==> src/rtl/adc_result_sequencer.sv <==
module adc_result_sequencer #(
  parameter int DW = 12
) (
  input  logic          clk,
  input  logic          rst_n,
  input  logic          cfg_we,
  input  logic [15:0]   cfg_wdata,
  output logic [15:0]   cfg_rdata,
  input  logic          res_valid,
  input  logic [DW-1:0] res_data,
  input  logic [3:0]    rd_addr,
  output logic [DW-1:0] rd_data,
  output logic          irq,
  output logic          mux_sel_b,
  output logic          scan_req
);
  localparam int DEPTH = 16;
  localparam int AW    = $clog2(DEPTH);
  localparam int HW    = AW - 1;

  logic          pp_mode, alt_mode, scan_en;
  logic [3:0]    interval;
  logic          half, phase;
  logic [AW-1:0] ptr;
  logic [3:0]    cnt;
  logic [DW-1:0] mem [DEPTH];

  logic          accept, last;
  logic [AW-1:0] wr_addr;

  assign accept    = res_valid & ~cfg_we;
  assign last      = accept & (cnt == interval);
  assign wr_addr   = pp_mode ? {half, ptr[HW-1:0]} : ptr;
  assign cfg_rdata = {7'd0, half & pp_mode, interval, 1'b0, scan_en, alt_mode, pp_mode};
  assign rd_data   = mem[rd_addr];
  assign mux_sel_b = alt_mode & phase;
  assign scan_req  = scan_en;

  always_ff @(posedge clk or negedge rst_n) begin
    if (!rst_n) begin
      pp_mode  <= 1'b0;
      alt_mode <= 1'b0;
      scan_en  <= 1'b0;
      interval <= '0;
      half     <= 1'b0;
      phase    <= 1'b0;
      ptr      <= '0;
      cnt      <= '0;
      irq      <= 1'b0;
    end else if (cfg_we) begin
      pp_mode  <= cfg_wdata[0];
      alt_mode <= cfg_wdata[1];
      scan_en  <= cfg_wdata[2];
      interval <= cfg_wdata[7:4];
      half     <= 1'b0;
      phase    <= 1'b0;
      ptr      <= '0;
      cnt      <= '0;
      irq      <= 1'b0;
    end else begin
      irq <= last;
      if (accept) begin
        phase <= ~phase;
        if (last) begin
          ptr <= '0;
          cnt <= '0;
          if (pp_mode) half <= ~half;
        end else begin
          cnt <= cnt + 4'd1;
          ptr <= pp_mode ? {1'b0, ptr[HW-1:0] + 1'b1} : ptr + 1'b1;
        end
      end
    end
  end

  always_ff @(posedge clk) begin
    if (accept) mem[wr_addr] <= res_data;
  end


  cnt_bound_chk: assert property (@(posedge clk) disable iff (!rst_n)
    cnt <= interval);

  irq_src_chk: assert property (@(posedge clk) disable iff (!rst_n)
    irq |-> $past(res_valid && !cfg_we));

  ptr_restart_chk: assert property (@(posedge clk) disable iff (!rst_n)
    irq |-> (ptr == '0 && cnt == '0));

  half_toggle_chk: assert property (@(posedge clk) disable iff (!rst_n)
    (irq && pp_mode) |-> (half != $past(half)));

  alt_flip_chk: assert property (@(posedge clk) disable iff (!rst_n)
    ($past(res_valid && !cfg_we) && alt_mode) |-> (mux_sel_b != $past(mux_sel_b)));

  scan_hold_chk: assert property (@(posedge clk) disable iff (!rst_n)
    !$past(cfg_we) |-> $stable(scan_req));

  cfg_clear_chk: assert property (@(posedge clk) disable iff (!rst_n)
    $past(cfg_we) |-> (ptr == '0 && cnt == '0 && !mux_sel_b && !irq));
endmodule

==> config.mk <==
export PLATFORM = sky130hd
export DESIGN_NAME = adc_result_sequencer
export DESIGN_NICKNAME = d
export VERILOG_FILES = /design/src/rtl/adc_result_sequencer.sv
export SDC_FILE = /design/constraint.sdc
export NUM_CORES = 1
export LEC_CHECK = 0
export ABC_CLOCK_PERIOD_IN_PS = 2100
export CAP_MARGIN = 20
export CELL_PAD_IN_SITES_DETAIL_PLACEMENT = 1
export CELL_PAD_IN_SITES_GLOBAL_PLACEMENT = 1
export CORE_ASPECT_RATIO = 0.5
export CORE_UTILIZATION = 25
export DETAILED_ROUTE_END_ITERATION = 7
export GPL_TIMING_DRIVEN = 0
export PLACE_DENSITY_LB_ADDON = 0.1
export SYNTH_ARGS = -nofsm -noshare
export SYNTH_HDL_FRONTEND = slang
export SYNTH_SLANG_ARGS = --single-unit
==> constraint.sdc <==
create_clock -name clk -period 2.1 [get_ports clk]
set_input_delay 0.42 -clock clk [delete_from_list [all_inputs] [get_ports clk]]
set_output_delay 0.42 -clock clk [all_outputs]
set_load 0.005 [all_outputs]
==> results of run 1 <==
kinds of logic after synthesis:
family | after synthesis | share of synthesized area
muxes | 57 | 0.143
AOI/OAI and AO/OA | 36 | 0.0318
other | 1 | 0.000451
xor gates and xnor gates | 7 | 0.00828
DFF | 210 | 0.748
adders and majority gates | 5 | 0.00753
and+or+nand+nor | 67 | 0.0386
buffers and inverters | 32 | 0.0226
path summary, 6_finish.rpt:
check	from	to	slack [ns]	cells past startpoint
worst max-delay path	mem[0][1]	rd_data[1]	-0.15	4
worst min-delay path	rst_n	half	0.42	1
worst max register to register	half	mem[5][1]	0.26	5
worst min register to register	alt_mode	alt_mode	0.53	1
max in group asynchronous	rst_n	interval[0]	1.12	1
min in group clk	cfg_wdata[0]	pp_mode	0.51	3
registers in the layout (all words and copies together) (netlist names):
name and count:
alt_mode 1, cnt 4, half 1, interval 4, irq 1, mem 192
phase 1, pp_mode 1, ptr 4, scan_req 1
through the flow:
step	util	power [µW]	cell area (µm²)	hold WS (ns)	setup WS, ns
finish	0.330	9300	10600	0.421	-0.147
global route	0.330	9620	10600	0.511	-0.219
CTS	0.328	9420	10600	0.451	-0.219
detailed placement	0.295	5360	9500	0.522	-1.21
global placement	0.290	5350	9350	0.525	-1.36
floorplan	-	5040	8330	0.124	0.169
where the power goes:
group,internal (µW),switching (µW)
clock network,2450,1560
logic,311,334
registers,4610,34.2
total,7370,1930
area by class of cell:
cell class,count,area share
tap,432,0.0509
multi-input combinational,180,0.203
sequential,210,0.586
clock inverter,8,0.0153
clock buffer,27,0.0516
timing repair buffer,68,0.0677
buffer,28,0.0249
inverter,4,0.00141
per-layer routing:
layer  GRT usage  vias up
li1            -     1851
met1       0.172     2252
met2       0.209       63
met3      0.0264       30
met4      0.0266        0
met5           0        -
placed cells by master, fill, tap and decap left out, types with 7 or more instances in the layout:
cell type / synthesis / final
clkbuf_1: 8 / 8
buf_12: 0 / 10
buf_2: 6 / 13
mux2_2: 7 / 7
nor2_1: 25 / 7
clkdlybuf4s50_1: 0 / 33
a22oi_2: 0 / 14
edfxtp_1: 192 / 192
conb_1: 1 / 8
nor2_4: 0 / 14
mux4_2: 48 / 48
a22oi_1: 24 / 10
buf_8: 0 / 8
clkbuf_16: 0 / 22
buf_4: 12 / 22
dfrtp_1: 18 / 18
nand2_1: 23 / 20
repair_timing:
action	CTS	global route
cloned	0	0
buffers inserted	12	1
pin swaps	33	1
endpoints found under the setup margin	126	48
gates resized for setup	108	10
==> reports/metrics.cfg, run 1 <==
[sta]
fin_ws_ns = -0.147
finalCriticalPeriod_ns = 2.25
max-slew-margin-rel = 0.400
tightest_slew_ns = 0.897
hold_violations = 0
clock_skew_ns = 0.0110
period_share = 1.07
fin_tns_setup_ns = -1.20
rsz0062_at_grt = yes
max_freq_mhz = 445
setup_violations = 12
slew_viol_final = 0

[critical_path]
required_ns = 1.68
cp.arrival_ns = 1.83
crit_type = reg2out
path_delay_family = multiplexers
crit_slowest_cell = mux4_2
worst_setup_path_start_kind = register
critical_path.max_fanout = 1
crit_buf_inv = 1
end_kind = output port
path_cells = mux4_2 -> a22oi_2 -> nand2_1 -> buf_2
cpPeakStageDelay_ns = 0.47

[drt]
top_layer = met4
wl_met1_mm = 9.97
post_drt_wl_per_cell_um = 21.7
first_iter_violations = 232
vias = 4196
wl_mm = 20.7
met3_length_um = 715
ant_nets = 0
vias_per_cell = 4.38
drc = 0
dr_wl_met2_mm = 9.68
drt_pass1_iterations = 4

[yosys]
ys_ff_latch = 210
seq_area_frac_synth = 0.748
synth_edf_count = 192
ys.flop_type = edfxtp_1
yosys.area.top_type = edfxtp_1
avgSynthCellArea_um2 = 20.0
synth-async-reset-ratio = 0.0857
syn-instance-count = 415
ys_types = 38
synth_area_mm2 = 0.00831
ys_top_cells_by_count = edfxtp_1 (192), mux4_2 (48), nor2_1 (25)
yosysMostFrequentCell = edfxtp_1
synth.area.top_cells = edfxtp_1 (69%), mux4_2 (13%), dfrtp_1 (5.4%)
yosysWarnings = 0
netlist.area_leader.share = 0.694

[place]
dp_hpwl_mm = 13.0
gp_congestion = 0.670
portBuffers = 47
dpl.cell_count = 909

[cts]
cts_hold_buf = 0
clk_latency_ns = 0.50
cts-buffers-inserted = 21
cts_tree = built
htreeDepth = 1
clk_pin_slew_worst_paths_ns = 0.07
clockRootBuffer = clkbuf_16
clockBufferDepth = 3
cts_sinks = 210

[floorplanning]
fp-row-count = 46
dieArea_mm2 = 0.0340
start_util = 0.258
dieWidth_um = 260
ios = 67
die_height_um = 131
core-area_mm2 = 0.0322

[finish]
fin_cells = 957
nets = 554
fill_cells = 3187
layout-drive-gt1-share = 0.362
n_antenna_cell = 0
seq_area_mm2 = 0.00622
multiInputGateArea_mm2 = 0.00215
syn2layout_area_growth_pct = 27.8

[power_and_ir_drop]
leakagePower_uw = 0.00348
power_density_mw_per_mm2 = 876
ir_worst_vdd_mv = 0.466

[hold_path]
hold_path_class = in2async

[global_route]
grt_pass1_vias = 4545
grt_max_degree = 19
grt_pass1_wl_mm = 30.6
grt_overflow_total = 0
grt_util_all_layers = 0.127
antenna_found_initial = 0

[outcome]
violations = setup timing
outcome = finished with violations

[run]
drv_cap = 0

Note: power is estimated with default switching activity, not from simulation.
==> run 2, diff against run 1 <==
--- a/config.mk
+++ b/config.mk
@@ -13,6 +13,7 @@
 export CORE_UTILIZATION = 25
 export DETAILED_ROUTE_END_ITERATION = 7
 export GPL_TIMING_DRIVEN = 0
+export HOLD_SLACK_MARGIN = 0.06
 export PLACE_DENSITY_LB_ADDON = 0.1
 export SYNTH_ARGS = -nofsm -noshare
 export SYNTH_HDL_FRONTEND = slang
==> results of run 2 <==
No change in the layout: final DEF, timing and power equal those of run 1.
